File: config.mk
export PLATFORM = sky130hd
export DESIGN_NAME = link_chan_ctrl
export DESIGN_NICKNAME = d
export VERILOG_FILES = /design/src/rtl/link_chan_pkg.sv /design/src/rtl/lcc_rst_sync.sv /design/src/rtl/lcc_sync.sv /design/src/rtl/lcc_activity.sv /design/src/rtl/lcc_fsm.sv /design/src/rtl/link_chan_ctrl.sv
export SDC_FILE = /design/constraint.sdc
export NUM_CORES = 1
export LEC_CHECK = 0
export ABC_AREA = 1
export BUFFER_PORTS_ARGS = -buffer_cell sky130_fd_sc_hd__buf_2
export CAP_MARGIN = 0
export CORE_MARGIN = 2
export CORE_UTILIZATION = 35
export DETAILED_ROUTE_END_ITERATION = 6
export GPL_TIMING_DRIVEN = 0
export PLACE_DENSITY = 0.53
export SLEW_MARGIN = 20
export SYNTH_ARGS = -nofsm -noshare
export SYNTH_HDL_FRONTEND = slang
export SYNTH_SLANG_ARGS = --single-unit
export TNS_END_PERCENT = 50
File: constraint.sdc
create_clock -name clk -period 1.48 [get_ports clk]
set_clock_uncertainty 0.05 [all_clocks]
set_input_delay 0.148 -clock clk [delete_from_list [all_inputs] [get_ports clk]]
set_output_delay 0.148 -clock clk [all_outputs]
set_load 0.01 [all_outputs]
File: src/rtl/link_chan_pkg.sv
package link_chan_pkg;
  typedef enum logic [1:0] {
    ST_UNCAL = 2'd0,
    ST_CAL   = 2'd1,
    ST_LOCK  = 2'd2,
    ST_IDLE  = 2'd3
  } chan_state_e;
endpackage

File: src/rtl/lcc_rst_sync.sv
module lcc_rst_sync (
  input  logic clk,
  input  logic arst_n,
  output logic rst_n_o
);
  logic [1:0] rs_q;

  always_ff @(posedge clk or negedge arst_n) begin
    if (!arst_n) rs_q <= 2'b00;
    else         rs_q <= {rs_q[0], 1'b1};
  end

  assign rst_n_o = rs_q[1];
endmodule

File: src/rtl/lcc_sync.sv
module lcc_sync #(
  parameter int          STAGES  = 2,
  parameter logic        RST_VAL = 1'b0
) (
  input  logic clk,
  input  logic rst_n,
  input  logic d,
  output logic q
);
  logic [STAGES-1:0] stg_q;

  for (genvar i = 0; i < STAGES; i++) begin : g_stage
    if (i == 0) begin : g_first
      always_ff @(posedge clk or negedge rst_n) begin
        if (!rst_n) stg_q[i] <= RST_VAL;
        else        stg_q[i] <= d;
      end
    end else begin : g_next
      always_ff @(posedge clk or negedge rst_n) begin
        if (!rst_n) stg_q[i] <= RST_VAL;
        else        stg_q[i] <= stg_q[i-1];
      end
    end
  end

  assign q = stg_q[STAGES-1];
endmodule

File: src/rtl/lcc_activity.sv
module lcc_activity #(
  parameter int IDLE_TO_CYC  = 40,
  parameter int MIN_IDLE_CYC = 1000,
  parameter int ACT_GAP_CYC  = 12
) (
  input  logic clk,
  input  logic rst_n,
  input  logic line_i,
  output logic edge_o,
  output logic fast_edge_o,
  output logic quiet_to_o,
  output logic short_gap_o
);
  localparam int SAT = (IDLE_TO_CYC > MIN_IDLE_CYC) ? IDLE_TO_CYC : MIN_IDLE_CYC;
  localparam int CW  = $clog2(SAT + 1);
  localparam logic [CW-1:0] SAT_V  = CW'(SAT);
  localparam logic [CW-1:0] TO_V   = CW'(IDLE_TO_CYC);
  localparam logic [CW-1:0] MIN_V  = CW'(MIN_IDLE_CYC);
  localparam logic [CW-1:0] GAP_V  = CW'(ACT_GAP_CYC);

  logic          prev_q;
  logic [CW-1:0] gap_q, gap_d;
  logic          gap_en;

  assign edge_o = line_i ^ prev_q;

  always_comb begin
    gap_en = edge_o || (gap_q != SAT_V);
    gap_d  = edge_o ? '0 : gap_q + 1'b1;
  end

  always_ff @(posedge clk or negedge rst_n) begin
    if (!rst_n) begin
      prev_q <= 1'b0;
      gap_q  <= '0;
    end else begin
      prev_q <= line_i;
      if (gap_en) gap_q <= gap_d;
    end
  end

  assign fast_edge_o = edge_o && (gap_q < GAP_V);
  assign short_gap_o = edge_o && (gap_q < MIN_V);
  assign quiet_to_o  = (gap_q >= TO_V);
endmodule

File: src/rtl/lcc_fsm.sv
module lcc_fsm
  import link_chan_pkg::*;
#(
  parameter int CAL_CYC = 50000
) (
  input  logic        clk,
  input  logic        rst_n,
  input  logic        pwr_ok_i,
  input  logic        edge_i,
  input  logic        fast_edge_i,
  input  logic        quiet_to_i,
  input  logic        short_gap_i,
  output chan_state_e state_o,
  output logic        viol_o
);
  localparam int CALW = (CAL_CYC > 2) ? $clog2(CAL_CYC) : 1;
  localparam logic [CALW-1:0] CAL_LAST = CALW'(CAL_CYC - 1);

  chan_state_e     st_q, st_d;
  logic [CALW-1:0] cal_q, cal_d;
  logic            armed_q, armed_d;
  logic            viol_q, viol_d;

  always_comb begin
    st_d = st_q;
    unique case (st_q)
      ST_UNCAL: st_d = ST_CAL;
      ST_CAL: begin
        if (quiet_to_i)            st_d = ST_IDLE;
        else if (cal_q == CAL_LAST) st_d = ST_LOCK;
      end
      ST_LOCK: if (quiet_to_i)  st_d = ST_IDLE;
      ST_IDLE: if (fast_edge_i) st_d = ST_CAL;
      default: st_d = ST_CAL;
    endcase
    if (!pwr_ok_i) st_d = ST_UNCAL;
  end

  always_comb begin
    cal_d = (st_q == ST_CAL && st_d == ST_CAL) ? cal_q + 1'b1 : '0;
    if (st_q != ST_IDLE) armed_d = (st_d == ST_IDLE);
    else                 armed_d = armed_q && !edge_i;
    viol_d = (st_q == ST_IDLE) && armed_q && short_gap_i;
  end

  always_ff @(posedge clk or negedge rst_n) begin
    if (!rst_n) begin
      st_q    <= ST_CAL;
      cal_q   <= '0;
      armed_q <= 1'b0;
      viol_q  <= 1'b0;
    end else begin
      st_q    <= st_d;
      cal_q   <= cal_d;
      armed_q <= armed_d;
      viol_q  <= viol_d;
    end
  end

  assign state_o = st_q;
  assign viol_o  = viol_q;
endmodule

File: src/rtl/link_chan_ctrl.sv
module link_chan_ctrl
  import link_chan_pkg::*;
#(
  parameter int CAL_CYC      = 50000,
  parameter int IDLE_TO_CYC  = 40,
  parameter int MIN_IDLE_CYC = 1000,
  parameter int ACT_GAP_CYC  = 12,
  parameter int SYNC_STAGES  = 2
) (
  input  logic       clk,
  input  logic       rst_n,
  input  logic       rx_bit,
  input  logic       src_pwr_ok,
  input  logic       out_en,
  output logic       tx_bit,
  output logic       tx_bit_oe,
  output logic [1:0] chan_state,
  output logic       idle_short
);
  logic        rst_s_n;
  logic        rx_s, pwr_ok_s, en_s;
  logic        edge_w, fast_w, quiet_w, short_w;
  chan_state_e st_w;
  logic        dout_q, dout_d;

  lcc_rst_sync u_rst (.clk(clk), .arst_n(rst_n), .rst_n_o(rst_s_n));

  lcc_sync #(.STAGES(SYNC_STAGES), .RST_VAL(1'b0)) u_rx_sync (
    .clk(clk), .rst_n(rst_s_n), .d(rx_bit), .q(rx_s));
  lcc_sync #(.STAGES(SYNC_STAGES), .RST_VAL(1'b1)) u_pg_sync (
    .clk(clk), .rst_n(rst_s_n), .d(src_pwr_ok), .q(pwr_ok_s));
  lcc_sync #(.STAGES(SYNC_STAGES), .RST_VAL(1'b0)) u_en_sync (
    .clk(clk), .rst_n(rst_s_n), .d(out_en), .q(en_s));

  lcc_activity #(
    .IDLE_TO_CYC(IDLE_TO_CYC), .MIN_IDLE_CYC(MIN_IDLE_CYC), .ACT_GAP_CYC(ACT_GAP_CYC)
  ) u_act (
    .clk(clk), .rst_n(rst_s_n), .line_i(rx_s),
    .edge_o(edge_w), .fast_edge_o(fast_w), .quiet_to_o(quiet_w), .short_gap_o(short_w));

  lcc_fsm #(.CAL_CYC(CAL_CYC)) u_fsm (
    .clk(clk), .rst_n(rst_s_n), .pwr_ok_i(pwr_ok_s),
    .edge_i(edge_w), .fast_edge_i(fast_w), .quiet_to_i(quiet_w), .short_gap_i(short_w),
    .state_o(st_w), .viol_o(idle_short));

  assign dout_d = (st_w == ST_LOCK) ? rx_s : 1'b1;

  always_ff @(posedge clk or negedge rst_s_n) begin
    if (!rst_s_n) dout_q <= 1'b1;
    else          dout_q <= dout_d;
  end

  assign tx_bit     = dout_q;
  assign tx_bit_oe  = en_s;
  assign chan_state = st_w;
endmodule

# Word level (Yosys, flattened, before mapping)
# Index checks and enable logic that the tools add are counted.
classes:
  add_sub_neg: 2
  n_lt_le_gt_ge: 3
  n_eq_ne: 8
  n_mux: 10
  bitwise_logic: 1
  n_reduce_logical: 9
op_table:
  columns: ["cell", "count"]
  rows:
  - ["$add A16 B1 Y16 const B", 1]
  - ["$eq A16 B16 Y1 const B", 1]
  - ["$mux W16", 1]
  - ["$add A10 B1 Y10 const B", 1]
  - ["$ge A10 B6 Y1 const B", 1]
  - ["$lt A10 B10 Y1 const B", 1]
  - ["$lt A10 B4 Y1 const B", 1]
  - ["$mux W10", 1]
  - ["$mux W2", 5]
  - ["$ne A10 B10 Y1 const B", 1]
  - ["$pmux W2 S4", 1]
  - ["$eq A2 B2 Y1 const B", 3]
  - ["$logic_and A1 B1 Y1", 6]
  - ["$eq A2 B1 Y1 const B", 2]
  - ["$logic_not A2 Y1", 1]
  - ["$mux W1", 2]
  - ["$ne A2 B2 Y1 const B", 1]
  - ["$logic_not A1 Y1", 1]
  - ["$logic_or A1 B1 Y1", 1]
  - ["$xor A1 B1 Y1", 1]
totals:
  regBits: 40
  input_bits: 5
  output_inout_bits: 5
  wordCells: 47

# Depth between registers and ports, before layout
depth:
  ltp_word: 8
  depth_mapped: 10
  mapped_depth_nobuf: 10

# Hierarchy
# A second synthesis with hierarchy kept.
unflattened:
  cells_unflattened: 217
  hier_area_um2: 1940.6
modules_own_cells:
  columns: ["mod", "instances", "cells_per_inst", "area_per_inst_um2", "seq_area_each_um2"]
  rows:
  - ["lcc_fsm", 1, 128, 1074.8, 501.7]
  - ["lcc_activity", 1, 76, 620.6, 275.3]
  - ["lcc_sync (u_en_sync ...)", 2, 2, 50.0, 50.0]
  - ["lcc_rst_sync", 1, 3, 53.8, 50.0]
  - ["lcc_sync (u_pg_sync)", 1, 2, 52.6, 52.6]
  - ["link_chan_ctrl", 1, 4, 38.8, 26.3]

# Worst setup path before layout
# No wires, ideal clock.
synth_path:
  kind: "register -> register"
  start: "reg u_fsm.st_q[0], in the netlist u_fsm.state_o[0]"
  end: "reg u_fsm.cal_q[10]"
  setup_ns: 0.128
  t_arrival_ns: 1.398
  slack_ns: -0.095
  stages_incl_launch_ff: 9
  n_path_buf: 1
  cell_sequence: "dfstp_2 > inv_1 > nor2_1 > nand3_2 > o21bai_4 > a21boi_4 > nand2_4 > buf_12 > nor2_4"
synth_between:
  elab_chain_cells: 7
  elab_cells_between_ends: 13
  classes_between: "eq/ne: 4; mux: 7; reduce/logical: 2"
synth_rtl:
  columns: ["item", "line_no", "source"]
  rows:
  - ["start, declared", "lcc_fsm.sv:19", "chan_state_e st_q, st_d;"]
  - ["start signal, assigned", "lcc_fsm.sv:53", "st_q <= st_d;"]
  - ["$mux W2", "lcc_fsm.sv:30", "else if (cal_q == CAL_LAST) st_d = ST_LOCK;"]
  - ["$mux W2", "lcc_fsm.sv:29", "if (quiet_to_i) st_d = ST_IDLE;"]
  - ["$pmux W2 S4 *", "lcc_fsm.sv:26", "unique case (st_q)"]
  - ["$mux W2 *", "lcc_fsm.sv:36", "if (!pwr_ok_i) st_d = ST_UNCAL;"]
  - ["net u_fsm.st_d[0]", "lcc_fsm.sv:19", null]
  - ["$eq A2 B1 Y1 *", "lcc_fsm.sv:40", "cal_d = (st_q == ST_CAL && st_d == ST_CAL) ? cal_q + 1'b1 : '0;"]
  - ["$logic_and A1 B1 Y1 *", "lcc_fsm.sv:40", null]
  - ["$mux W16 *", "lcc_fsm.sv:40", null]
  - ["net u_fsm.cal_d[10]", "lcc_fsm.sv:20", "logic [CALW-1:0] cal_q, cal_d;"]
  - ["end signal, assigned", "lcc_fsm.sv:54", "cal_q <= cal_d;"]
  - ["end, declared", "lcc_fsm.sv:20", null]
# The timed path passes the listed nets; every way through them passes the cells marked *.
# A chain may end at the register's enable or synchronous reset.

# Worst setup path in the final report
layout_path:
  start: "reg u_fsm.cal_q[0]"
  end: "reg u_fsm.cal_q[4]"
layout_between:
  elab_chain_cells: 8
  elab_cells_between_ends: 9
  classes_between: "add/sub: 1; eq/ne: 2; mux: 5; reduce/logical: 1"
layout_rtl:
  columns: ["item", "line_no"]
  rows:
  - ["$eq A16 B16 Y1", "lcc_fsm.sv:30"]
  - ["$mux W2", "lcc_fsm.sv:30"]
  - ["$mux W2", "lcc_fsm.sv:29"]
  - ["$pmux W2 S4", "lcc_fsm.sv:26"]
  - ["$mux W2", "lcc_fsm.sv:36"]
  - ["net u_fsm.st_d[0]", "lcc_fsm.sv:19"]
  - ["$eq A2 B1 Y1", "lcc_fsm.sv:40"]
  - ["$logic_and A1 B1 Y1", "lcc_fsm.sv:40"]
  - ["$mux W16", "lcc_fsm.sv:40"]
  - ["net u_fsm.cal_d[4]", "lcc_fsm.sv:20"]
# The timed path passes the listed nets, and every way through them passes these cells.

==> run_results.csv <==
group,metric,value,unit
grt,antenna_found_initial,0,
floorplanning,die-area,6574,µm²
clocking,clk-insertion-delay-late,0.29,ns
yosys,ys_types,31,
yosys,avgSynthCellArea,9.002,µm²
setup_path,required,1.60,ns
sta,hold_violations,0,
floorplanning,ioPinCount,10,
grt,grt_pass1_vias,1476,
yosys,synth_edf_count,0,
grt,grt_pass1_wl,6927,µm
drt,drcViolationCount,0,
sta,fin_hold_ws,0.1190,ns
sta,finalWorstSetupSlack,-0.08102,ns
drt,vias,1592,
sta,maxSlewViolCount,0,
clocking,clockBufferDepth,2,
sta,min_period,1.561,ns
finish,layout.cells.non_filler,344,
yosys,ys_top_cells_by_count,"43 x nand2_1, 36 x dfrtp_1, 27 x inv_1, 27 x nor2_1, 13 x nor2_4",
setup_path,r2r_setup_slack,-0.08,ns
placed_design,placedCellCount,316,
yosys,synth_warnings,0,
yosys,synth_area,2079,µm²
sta,rsz0062_at_grt,"yes",
yosys,synth_nets,239,
setup_path,slowest_stage,"dfrtp_1",
pwr,power.density,860.7,nW/µm²
setup_path,rr_worst_depth,9,
worst_hold_path,hold_class,"input pin to async pin",
drt,drt_first_pass_iters,4,
setup_path,path_max_fanout,5,
finish,antenna_cells_inserted,0,
floorplanning,row_count,28,
clocking,cts_root_buf,"clkbuf_8",
drt,initialDrtViolationCount,68,
drt,routed_wirelength,4107,µm
clocking,clk_pin_slew,0.07,ns
sta,fmax,640.6,MHz
pwr,ir_drop,0.6330,mV
yosys,synthArstFlopShare,1.000,
setup_path,worstSetupPathType,"register to register",
finish,finish.utilization,0.4596,
setup_path,end_kind,"register",
yosys,yosysTopAreaCell,"dfrtp_1",
finish,fin_nets,276,
yosys,yosys-top-cells-area,"dfrtp_1 43%, nand2_1 7.8%, nor2_4 7.0%",
sta,setup_violations,17,
setup_path,startpoint_type,"register",
finish,n_fill_cell,573,
floorplanning,core,5816,µm²
yosys,synthCells,231,
grt,grt-ovfl-total,0,
setup_path,r2r-start,"u_fsm.cal_q[0]",
clocking,cts_buffers,5,
placed_design,detailed_place_hpwl,2723,µm
yosys,ys_seq_area_frac,0.4838,
finish,area_growth,28.52,%
grt,grt_use_total,0.1431,
drt,viasPerCell,4.628,
drt,post_drt_wl_per_cell,11.94,µm
yosys,synth_most_common_cell,"nand2_1",
clocking,cts-htree-levels,2,
drt,ant_nets,0,
setup_path,slowest_delay,0.40,ns
clocking,cts_sinks,40,
grt,grt_max_degree,24,
run_status,outcome,"finished, violations left",
pwr,power_leakage,1.156,nW
placed_design,place_ws,-0.2038,ns
placed_design,routabilityCongestion,0.8135,
setup_path,reg2reg_to,"u_fsm.cal_q[4]",
placed_design,port-buffer-count,9,
floorplanning,initial_core_util,0.3576,
yosys,netlist.area_leader.share,0.4332,
setup_path,crit_chain,"ha_4 -> nand2_4 -> nor2_4 -> nand3_2 -> o21bai_4 -> a21boi_4 -> nand2_4 -> buf_12 -> nor2_4",
clocking,tritoncts,"built",
yosys,ys.flop_type,"dfrtp_1",
job,maxCapViolCount,0,
run_status,violations,"negative setup slack",
yosys,ys_ff_latch,40,
floorplanning,die_h,81.08,µm
floorplanning,die_w,81.08,µm
sta,fin_crit_sh,1.055,
finish,drive_gt1_frac,0.3532,
setup_path,cp.arrival,1.69,ns
sequential cells by signal, summed over array words and instances, names as in the netlist:
signal / flops
u_en_sync.stg_q: 1
u_fsm.cal_q: 16
u_fsm.state_o: 2
tx_bit: 1
u_rst.rs_q: 2
u_act.gap_q: 10
u_rx_sync.stg_q: 1
u_rx_sync.q: 1
u_en_sync.q: 1
u_act.prev_q: 1
u_pg_sync.q: 1
u_fsm.armed_q: 1
u_fsm.viol_o: 1
u_pg_sync.stg_q: 1
stage by stage:
stage	area, µm²	total power, mW	TNS, ns
floorplan	2085	1.263	-0.4603
finish	2673	2.300	-0.9657
CTS	2585	2.347	-1.238
global placement	2223	1.297	-12.28
global route	2673	2.420	-2.691
detailed placement	2252	1.310	-2.483
logic make-up (layout without fill, tap and decap cells):
logic type	count (synthesis)	after routing	share of synthesized area
buffers and inverters	33	71	0.06739
XOR/XNOR	8	8	0.03370
other	1	1	0.001803
flip-flops	40	40	0.4838
AND/OR/NAND/NOR	123	123	0.3207
AO/OA/AOI/OAI	23	23	0.07461
adder cells (fa/ha/maj)	3	3	0.01805
where the power goes:
group          switching [mW]  total (mW)  internal (mW)  leakage [nW]
logic                  0.0821       0.161         0.0788         0.571
registers              0.0386        1.16           1.13         0.521
clock network           0.381       0.976          0.595        0.0645
total                   0.501        2.30           1.80          1.16
cells in the final DEF, fill, tap and decap left out, types with 3 or more instances in the layout:
| cell type | Yosys | final |
|---|---|---|
| nor2_2 | 3 | 5 |
| nand2_2 | 2 | 4 |
| inv_2 | 4 | 8 |
| nor2_1 | 27 | 23 |
| dfrtp_2 | 0 | 3 |
| nor3_1 | 6 | 4 |
| nand3_2 | 4 | 6 |
| dfstp_2 | 4 | 4 |
| nand2_1 | 43 | 40 |
| dlygate4sd3_1 | 0 | 4 |
| nor3_2 | 2 | 3 |
| inv_1 | 27 | 24 |
| buf_2 | 0 | 9 |
| nand3_1 | 10 | 7 |
| nor2_4 | 13 | 15 |
| o21ai_0 | 9 | 8 |
| xor2_1 | 6 | 5 |
| dfrtp_1 | 36 | 33 |
| nand4_1 | 7 | 7 |
| buf_4 | 0 | 13 |
| clkbuf_8 | 0 | 7 |
| a21oi_1 | 7 | 7 |
worst max-delay path: cells and delay by family (launching register included):
family / cells / cell delay (ns)
adder cells (fa/ha/maj): 1 / 0.18
AND/OR/NAND/NOR: 5 / 0.44
flip-flops: 1 / 0.40
AO/OA/AOI/OAI: 2 / 0.23
buffers and inverters: 1 / 0.15
area by class of cell:
| class | count | area, µm² | area share |
|---|---|---|---|
| clock inverters | 1 | 30.03 | 0.01124 |
| clock buffers | 7 | 96.34 | 0.03605 |
| inverters | 32 | 120.1 | 0.04494 |
| multi-input cells | 158 | 1042 | 0.3900 |
| well taps | 75 | 93.84 | 0.03511 |
| flip-flops and latches | 40 | 1010 | 0.3778 |
| repair buffers | 31 | 280.3 | 0.1049 |
timing repair:
| action | CTS | global route |
|---|---|---|
| pin swaps | 4 | 9 |
| endpoints found under the hold margin | 5 | 0 |
| hold buffers | 4 | 0 |
| buffers inserted | 12 | 4 |
| resized for setup | 11 | 21 |
| gates cloned | 1 | 0 |
| setup endpoints to repair | 21 | 23 |
worst max path at each step:
stage,cells past startpoint,slack (ns),endpoint,from
global route,10,-0.17,u_fsm.cal_q[12],u_fsm.cal_q[0]
detailed placement,9,-0.20,u_fsm.cal_q[4],u_fsm.cal_q[0]
finish,9,-0.08,u_fsm.cal_q[4],u_fsm.cal_q[0]
global placement,0,-0.29,u_fsm.cal_q[10],u_rst.rs_q[1]
CTS,10,-0.14,u_fsm.cal_q[4],u_fsm.cal_q[1]
floorplan,9,-0.05,u_fsm.cal_q[10],u_fsm.cal_q[0]
layer usage:
metal | track usage | up-vias | routed length, µm
met5 | 0 | - | 0
met4 | 0.06949 | 0 | 85
li1 | - | 814 | -
met2 | 0.1901 | 32 | 1827
met3 | 0.03556 | 6 | 137
met1 | 0.2139 | 740 | 2057
Note: power is estimated with default switching activity, not from simulation.
